--- config.mk ---
export PLATFORM = sky130hd
export DESIGN_NAME = cfgport_ctrl
export DESIGN_NICKNAME = d
export VERILOG_FILES = /design/src/rtl/cfgp_pkg.sv /design/src/rtl/cfgp_lock_fsm.sv /design/src/rtl/cfgp_gpio_bank.sv /design/src/rtl/cfgport_ctrl.sv
export SDC_FILE = /design/constraint.sdc
export NUM_CORES = 1
export LEC_CHECK = 0
export BUFFER_PORTS_ARGS = -buffer_cell sky130_fd_sc_hd__buf_2
export CORE_AREA = 2 2 107 109
export CTS_CLUSTER_DIAMETER = 120
export DETAILED_ROUTE_END_ITERATION = 6
export DIE_AREA = 0 0 109 111
export GPL_ROUTABILITY_DRIVEN = 0
export PLACE_DENSITY = 0.71
export RECOVER_POWER = 100
export SLEW_MARGIN = 15
export SYNTH_ARGS = -nofsm -noshare
export SYNTH_HDL_FRONTEND = slang
export SYNTH_SLANG_ARGS = --single-unit
--- constraint.sdc ---
create_clock -name clk -period 2.8 [get_ports clk]
set_clock_uncertainty 0.15 [all_clocks]
set_input_delay 0.56 -clock clk [delete_from_list [all_inputs] [get_ports clk]]
set_output_delay 0.56 -clock clk [all_outputs]
set_load 0.02 [all_outputs]
--- src/rtl/cfgp_pkg.sv ---
package cfgp_pkg;

    typedef enum logic [1:0] {
        ST_LOCKED  = 2'd0,
        ST_KEY_ONE = 2'd1,
        ST_OPEN    = 2'd2
    } lock_state_e;

    localparam logic [7:0] KEY_ENTER   = 8'h87;
    localparam logic [7:0] KEY_EXIT    = 8'hAA;
    localparam logic [7:0] IDX_LDEV    = 8'h07;
    localparam logic [7:0] IDX_DID_HI  = 8'h20;
    localparam logic [7:0] IDX_DID_LO  = 8'h21;
    localparam logic [7:0] IDX_REV     = 8'h22;
    localparam logic [7:0] IDX_MID_HI  = 8'h23;
    localparam logic [7:0] IDX_MID_LO  = 8'h24;
    localparam logic [7:0] LDEV_GPIO   = 8'h06;
    localparam logic [7:0] BANK_TOP    = 8'hF0;
    localparam int         BANK_STRIDE = 16;
    localparam logic [7:0] LOCKED_READ = 8'hFF;

endpackage

--- src/rtl/cfgp_lock_fsm.sv ---
module cfgp_lock_fsm
    import cfgp_pkg::*;
(
    input  logic       clk,
    input  logic       rst_n,
    input  logic       key_wr,
    input  logic [7:0] key_val,
    output logic       is_open
);

    lock_state_e state_q, state_d;

    always_ff @(posedge clk or negedge rst_n) begin
        if (!rst_n) state_q <= ST_LOCKED;
        else        state_q <= state_d;
    end

    always_comb begin
        state_d = state_q;
        unique case (state_q)
            ST_LOCKED:  if (key_wr && key_val == KEY_ENTER) state_d = ST_KEY_ONE;
            ST_KEY_ONE: if (key_wr) state_d = (key_val == KEY_ENTER) ? ST_OPEN : ST_LOCKED;
            ST_OPEN:    if (key_wr && key_val == KEY_EXIT) state_d = ST_LOCKED;
            default:    state_d = ST_LOCKED;
        endcase
    end

    always_comb begin
        is_open = (state_q == ST_OPEN);
    end

    // entering the open state needs an entry-key write in the prior cycle
    p_open_needs_key_r2: assert property (@(posedge clk) disable iff (!rst_n)
        (state_q == ST_OPEN && $past(state_q) != ST_OPEN) |->
            $past(key_wr && key_val == KEY_ENTER));

    // exit key always locks
    p_exit_locks_r3: assert property (@(posedge clk) disable iff (!rst_n)
        (state_q == ST_OPEN && key_wr && key_val == KEY_EXIT) |=> (state_q == ST_LOCKED));

endmodule

--- src/rtl/cfgp_gpio_bank.sv ---
module cfgp_gpio_bank #(
    parameter int         PINS = 8,
    parameter logic [7:0] BASE = 8'hF0
) (
    input  logic       clk,
    input  logic       rst_n,
    input  logic       sel,
    input  logic       wr_en,
    input  logic [7:0] idx,
    input  logic [7:0] wdata,
    input  logic [7:0] pad_in,
    output logic       rd_hit,
    output logic [7:0] rd_val,
    output logic [7:0] pad_out,
    output logic [7:0] pad_oe
);

    localparam logic [7:0] MASK = 8'hFF >> (8 - PINS);

    logic [7:0] dir_q, lvl_q, style_q, sync1_q, sync2_q;
    logic       in_bank;
    logic [1:0] up_cnt;

    assign in_bank = sel && (idx[7:2] == BASE[7:2]);

    always_ff @(posedge clk or negedge rst_n) begin
        if (!rst_n) begin
            dir_q   <= '0;
            lvl_q   <= '0;
            style_q <= '0;
        end else if (wr_en && in_bank) begin
            unique case (idx[1:0])
                2'd0:    dir_q   <= wdata & MASK;
                2'd1:    lvl_q   <= wdata & MASK;
                2'd3:    style_q <= wdata & MASK;
                default: ;
            endcase
        end
    end

    always_ff @(posedge clk or negedge rst_n) begin
        if (!rst_n) begin
            sync1_q <= '0;
            sync2_q <= '0;
        end else begin
            sync1_q <= pad_in & MASK;
            sync2_q <= sync1_q;
        end
    end

    always_comb begin
        rd_hit = in_bank;
        rd_val = '0;
        if (in_bank) begin
            unique case (idx[1:0])
                2'd0: rd_val = dir_q;
                2'd1: rd_val = lvl_q;
                2'd2: rd_val = sync2_q;
                2'd3: rd_val = style_q;
            endcase
        end
    end

    always_comb begin
        pad_out = dir_q & style_q & lvl_q;
        pad_oe  = dir_q & (style_q | ~lvl_q);
    end

    always_ff @(posedge clk or negedge rst_n) begin
        if (!rst_n)              up_cnt <= '0;
        else if (up_cnt != 2'd2) up_cnt <= up_cnt + 2'd1;
    end

    // a direction write lands masked in the next cycle
    p_dir_write_r7: assert property (@(posedge clk) disable iff (!rst_n)
        (wr_en && sel && idx == BASE) |=> (dir_q == ($past(wdata) & MASK)));

    // input register trails the pad by two edges
    p_input_sync_r9: assert property (@(posedge clk) disable iff (!rst_n)
        (up_cnt == 2'd2) |-> (sync2_q == ($past(pad_in, 2) & MASK)));

endmodule

--- src/rtl/cfgport_ctrl.sv ---
module cfgport_ctrl
    import cfgp_pkg::*;
#(
    parameter int          NUM_BANKS = 3,
    parameter logic [31:0] BANK_PINS = 32'h0000_0658,
    parameter logic [15:0] DEV_ID    = 16'h0B17,
    parameter logic [7:0]  DEV_REV   = 8'h03,
    parameter logic [15:0] MFG_ID    = 16'h1934,
    localparam int         PAD_W     = NUM_BANKS * 8
) (
    input  logic             clk,
    input  logic             rst_n,
    input  logic             io_wr,
    input  logic             io_rd,
    input  logic             io_addr,
    input  logic [7:0]       io_wdata,
    output logic [7:0]       io_rdata,
    input  logic [PAD_W-1:0] pad_in,
    output logic [PAD_W-1:0] pad_out,
    output logic [PAD_W-1:0] pad_oe
);

    logic       is_open;
    logic       idx_wr, dat_wr, gpio_sel;
    logic [7:0] index_q, ldev_q;
    logic [7:0] glob_val, bank_val, data_val;
    logic       glob_hit;
    logic       hit_vec [NUM_BANKS];
    logic [7:0] val_vec [NUM_BANKS];

    assign idx_wr   = io_wr && !io_addr;
    assign dat_wr   = io_wr && io_addr;
    assign gpio_sel = (ldev_q == LDEV_GPIO);

    cfgp_lock_fsm u_lock (
        .clk     (clk),
        .rst_n   (rst_n),
        .key_wr  (idx_wr),
        .key_val (io_wdata),
        .is_open (is_open)
    );

    always_ff @(posedge clk or negedge rst_n) begin
        if (!rst_n) begin
            index_q <= '0;
            ldev_q  <= '0;
        end else begin
            if (idx_wr && is_open && io_wdata != KEY_EXIT) index_q <= io_wdata;
            if (dat_wr && is_open && index_q == IDX_LDEV)  ldev_q  <= io_wdata;
        end
    end

    for (genvar b = 0; b < NUM_BANKS; b++) begin : g_bank
        localparam int         PINS_B = int'(BANK_PINS[b*4 +: 4]);
        localparam logic [7:0] BASE_B = BANK_TOP - 8'(b * BANK_STRIDE);
        cfgp_gpio_bank #(
            .PINS (PINS_B),
            .BASE (BASE_B)
        ) u_bank (
            .clk     (clk),
            .rst_n   (rst_n),
            .sel     (gpio_sel),
            .wr_en   (dat_wr && is_open),
            .idx     (index_q),
            .wdata   (io_wdata),
            .pad_in  (pad_in[b*8 +: 8]),
            .rd_hit  (hit_vec[b]),
            .rd_val  (val_vec[b]),
            .pad_out (pad_out[b*8 +: 8]),
            .pad_oe  (pad_oe[b*8 +: 8])
        );
    end

    always_comb begin
        glob_hit = 1'b1;
        glob_val = '0;
        case (index_q)
            IDX_LDEV:   glob_val = ldev_q;
            IDX_DID_HI: glob_val = DEV_ID[15:8];
            IDX_DID_LO: glob_val = DEV_ID[7:0];
            IDX_REV:    glob_val = DEV_REV;
            IDX_MID_HI: glob_val = MFG_ID[15:8];
            IDX_MID_LO: glob_val = MFG_ID[7:0];
            default:    glob_hit = 1'b0;
        endcase
    end

    always_comb begin
        bank_val = '0;
        for (int b = 0; b < NUM_BANKS; b++) begin
            if (hit_vec[b]) bank_val = bank_val | val_vec[b];
        end
    end

    always_comb begin
        data_val = glob_hit ? glob_val : bank_val;
        if (!io_rd)        io_rdata = '0;
        else if (!is_open) io_rdata = LOCKED_READ;
        else if (io_addr)  io_rdata = data_val;
        else               io_rdata = index_q;
    end

    // a data write while not open leaves the device selector untouched
    p_locked_write_ignored_r4: assert property (@(posedge clk) disable iff (!rst_n)
        (!is_open && dat_wr) |=> $stable(ldev_q));

    // selector changes only through an open data write at its index
    p_ldev_source_r5: assert property (@(posedge clk) disable iff (!rst_n)
        (!(dat_wr && is_open && index_q == IDX_LDEV)) |=> $stable(ldev_q));

endmodule

==> impl.org <==
** Outcome
- Status :: finished with violations
- The checks that failed: negative setup slack.

** Power and ir drop
- The internal portion of the total power is 3300 µW.
- The clock network is responsible for a little under three fifths of the overall power.
- In this run the power spent charging and discharging nets is 825 µW.
- Power density over the cells :: between 600 and 700 nW/µm²
- Worst ir drop on vdd :: about 470 µV
- Registers are responsible for between 40% and 50% of the overall power.
- Leakage power of the design :: just over 0.003 µW
- In this run, the combinational gates consume slightly above 3% of the power.
- Of the total power, the share spent switching nets is between 10% and 20%.

** Worst setup path
- The worst register-to-register path has a depth of 5.
- R2R setup slack :: roughly 0.50 ns
- Arrival time worst endpoint :: 2.45 ns
- STA classifies the critical path startpoint as a flop.
- Worst R2R Start :: ldev_q[7]
- Worst-path maximum fanout :: 4
- Required time at the worst-slack endpoint :: ~2.1 ns
- The worst setup path is of the flop to output pin kind.
- STA classifies the critical path endpoint as an output pin.
- The endpoint identified for the worst register-to-register timing path is g_bank[0].u_bank.lvl_q[5].

** Global route
- Pin count of the biggest net entering global routing :: 61
- Vias in the first global route :: approximately 3,900
- Initial antenna violation count :: 0
- Wire length of the first global-routing pass :: 20,500 µm
- GRT Util Overall :: between 20% and 30%
- Summed over all layers, the global routing overflow is 0.

** Timing
- Hold slack :: a little over 0.1 ns
- Max_slew headroom :: 25.2%
- Final count of negative-setup-slack endpoints :: 8
- Setup repair after global routing could not meet its margin everywhere.
- Across all setup checks in the final design, the least slack found is -0.356 ns.
- Min cycle time layout :: 3.16 ns
- Derived from the worst setup path, the maximum achievable clock frequency is between 0.3 and 0.4 GHz.
- At the pin with the least slew margin, the transition time is between 1 and 1.5 ns.
- The count of final max-slew check failures was 0.
- Final period util :: 113%
- Final Hold Viols :: 0

** Cells and area
- The number of antenna diodes in the final layout is 0.
- Area growth from synthesis to layout :: 25.8%
- The finished layout holds around 650 standard cells, fillers aside.
- Commonest cells after routing, fill and taps aside :: sky130_fd_sc_hd__dfrtp_1, sky130_fd_sc_hd__mux2_2, sky130_fd_sc_hd__clkbuf_1
- In the final design database the tool counted 529 nets.
- Of the cells placed in the final design, the portion with a size suffix greater than 1 is approximately two fifths.
- The library cell used most frequently in the layout, excluding fill and tap cells, is sky130_fd_sc_hd__dfrtp_1.

** Worst hold path
- Along the worst hold path, the cell count comes to 1.
- The worst hold path begins at pad_in[8].
- The min-delay analysis places its worst path in the category input port to flop.
- For hold timing, the worst endpoint is g_bank[1].u_bank.sync1_q[0].

** Detailed routing
- Amount of wire on met3 after detailed routing :: about 800 µm
- For this run, design rule violations remaining after detail routing come to 0.
- Wire per inst :: roughly 20 µm
- Highest routed metal layer :: met4
- Detail-routed via count per cell :: approximately 5.7
- The detail route stage leaves a number of antenna-violating nets equal to 0.
- Summed over all layers, the routed wires come to approximately 13,000 µm.
- Via Count :: between 3,000 and 4,000
- Summed over all nets, wire length on met2 after detailed routing comes to around 6500 µm.
- The detailed router put a total of between 5000 and 6000 µm of wire on met1.
- Before antenna repair, the detailed router went through 5 iterations.
- First DRT Iteration DRCs :: 303

** Clocking
- Clock latency on the worst-skew pair :: 0.41 ns
- The cell sitting at the root of the clock tree is a sky130_fd_sc_hd__clkbuf_16.
- Clock tree synthesis inserted a total of 17 buffers.
- The clock passes through at most 2 buffers.
- Sinks on Clock Net :: around 110
- The H-tree was split into 4 levels.
- After clock tree synthesis, the clock-pin slew on the worst setup and hold paths is approximately 0.05 ns.
- TritonCTS clock tree :: built

** Floorplanning
- Vertical die dimension :: 111 µm
- X dimension of the die :: 109 µm
- The floorplan step defined a core boundary enclosing between 10,000 and 15,000 µm².
- For this design the top-level I/O count stands at 93.
- The die covers ~12,000 µm².
- For this configuration, the core starts out at a cell density of 48.1%.
- Number of standard-cell rows in the floorplan :: 39

** Synthesis
- Share of flip-flops with an asynchronous set or reset :: 100%
- The synthesized design devotes to its leading area cell type roughly 53% of total area.
- Ranked by total cell area, the synthesized netlist is headed by sky130_fd_sc_hd__dfrtp_1, sky130_fd_sc_hd__mux2_2, sky130_fd_sc_hd__mux4_2.
- Post-synthesis cell type with the largest combined area :: sky130_fd_sc_hd__dfrtp_1
- The most used flip-flop cell after synthesis is sky130_fd_sc_hd__dfrtp_1.
- Gate count after technology mapping :: between 300 and 400
- Cell variety after synth :: 46
- Counting flops and latches in the post-synthesis netlist gives between 100 and 150.
- For this run, the number of Yosys warnings is 0.
- After synthesis, flip-flops and latches occupy ~53% of the total area.
- Count of flip-flops with a built-in enable after synthesis :: 0
- Mean Syn Cell Area :: between 10 and 15 µm²
- The cell area that synthesis handed to floorplanning was about 5300 µm².

** Place
- In this run, placement finished with an instance count of 603.
- Input and output buffers added on the ports amount to slightly below 80.
- After legalization and detailed placement, the total HPWL measured ~8400 µm.
- Dpl ws :: between 0.07 and 0.08 ns

** Flow run
- Maximum Capacitance Violations :: 0
## per-layer routing
| metal | global-route usage [%] | vias to the layer above |
|---|---|---|
| met3 | 6.35 | 29 |
| met4 | 9.32 | 0 |
| met1 | 29.4 | 1877 |
| met5 | 0 | - |
| met2 | 36.5 | 160 |
| li1 | - | 1620 |
## stage by stage
| step | setup TNS [ns] | utilization [%] | power [µW] | instance area (µm²) |
|---|---|---|---|---|
| global placement | 0 | 53.1 | 1820 | 5880 |
| detailed placement | 0 | 53.1 | 1820 | 5880 |
| finish | -2.18 | 60.5 | 4130 | 6700 |
| CTS | -1.02 | 60.7 | 4150 | 6720 |
| global route | -9.75 | 60.5 | 4250 | 6700 |
| floorplan | 0 | - | 1750 | 5360 |
## what timing repair did
action                                  in CTS  in global routing
hold buffers                                 1                  0
cloned                                       1                  0
setup buffers                                9                  2
endpoints found under the setup margin       8                  8
resized for setup                           24                  8
endpoints found under the hold margin       20                  0
pin swaps                                   11                  8
## power groups by stage
stage                     Sequential [µW]  Clock [µW]  Combinational [µW]
after CTS                            1670        2350                 130
after global placement               1700           0                 121
after global routing                 1670        2440                 140
after floorplan                      1700           0                53.1
final                                1670        2330                 127
after detailed placement             1700           0                 124
## worst max path at each step
stage,start,depth (start not counted),end,slack (ns)
final,ldev_q[7],8,io_rdata[3],-0.36
after global routing,ldev_q[7],8,io_rdata[2],-0.46
after CTS,ldev_q[5],7,io_rdata[1],-0.24
after detailed placement,ldev_q[5],6,io_rdata[1],0.08
after global placement,ldev_q[4],6,io_rdata[1],0.08
after floorplan,ldev_q[5],5,io_rdata[1],0.26
## critical path, cell delays in order (launching register included)
cell and delay, ns:
sky130_fd_sc_hd__dfrtp_1 0.43, sky130_fd_sc_hd__nor4_4 0.31, sky130_fd_sc_hd__nand4_1 0.16, sky130_fd_sc_hd__buf_6 0.17
sky130_fd_sc_hd__nor4b_4 0.37, sky130_fd_sc_hd__buf_4 0.19, sky130_fd_sc_hd__a221oi_2 0.06, sky130_fd_sc_hd__a21oi_1 0.18
sky130_fd_sc_hd__buf_4 0.18
## synth_stat cells (3+ instances only)
master                     number
sky130_fd_sc_hd__dfrtp_1      113
sky130_fd_sc_hd__mux2_2        71
sky130_fd_sc_hd__inv_1         22
sky130_fd_sc_hd__and3_1        20
sky130_fd_sc_hd__a21boi_0      19
sky130_fd_sc_hd__mux4_2        19
sky130_fd_sc_hd__buf_4         12
sky130_fd_sc_hd__nand2_1       11
sky130_fd_sc_hd__a21oi_1       10
sky130_fd_sc_hd__o21ai_0       10
sky130_fd_sc_hd__nor2_4         9
sky130_fd_sc_hd__buf_2          7
sky130_fd_sc_hd__nor2_1         7
sky130_fd_sc_hd__a221oi_1       6
sky130_fd_sc_hd__clkbuf_1       6
sky130_fd_sc_hd__a22oi_1        4
sky130_fd_sc_hd__nand3_1        4
sky130_fd_sc_hd__nand4_1        3
sky130_fd_sc_hd__nor4bb_1       3
## sequential cells by signal (all words and copies together), names as in the netlist
name / count
index_q: 8
g_bank.u_bank.style_q: 19
ldev_q: 8
g_bank.u_bank.sync2_q: 19
g_bank.u_bank.dir_q: 19
g_bank.u_bank.lvl_q: 19
g_bank.u_bank.sync1_q: 19
u_lock.state_q: 2
## logic make-up (layout without fill, tap and decap cells)
logic type,count (synthesis),in the layout,share of synthesized area [%]
buffers and inverters,48,154,4.39
AO/OA/AOI/OAI,56,56,7.18
multiplexers,92,92,23.5
AND/OR/NAND/NOR,79,79,11.7
other,1,10,0.0704
XOR/XNOR,1,1,0.164
flip-flops,113,113,53.1
## final cells by class
| cell class | count | area (µm²) |
|---|---|---|
| Multi-Input combinational cell | 238 | 2360 |
| Clock buffer | 23 | 498 |
| Clock inverter | 9 | 151 |
| Fill cell | 818 | 4370 |
| Inverter | 22 | 82.6 |
| Timing Repair Buffer | 100 | 601 |
| Sequential cell | 113 | 2830 |
| Tap cell | 143 | 179 |
Power figures use the tool's default switching activity.
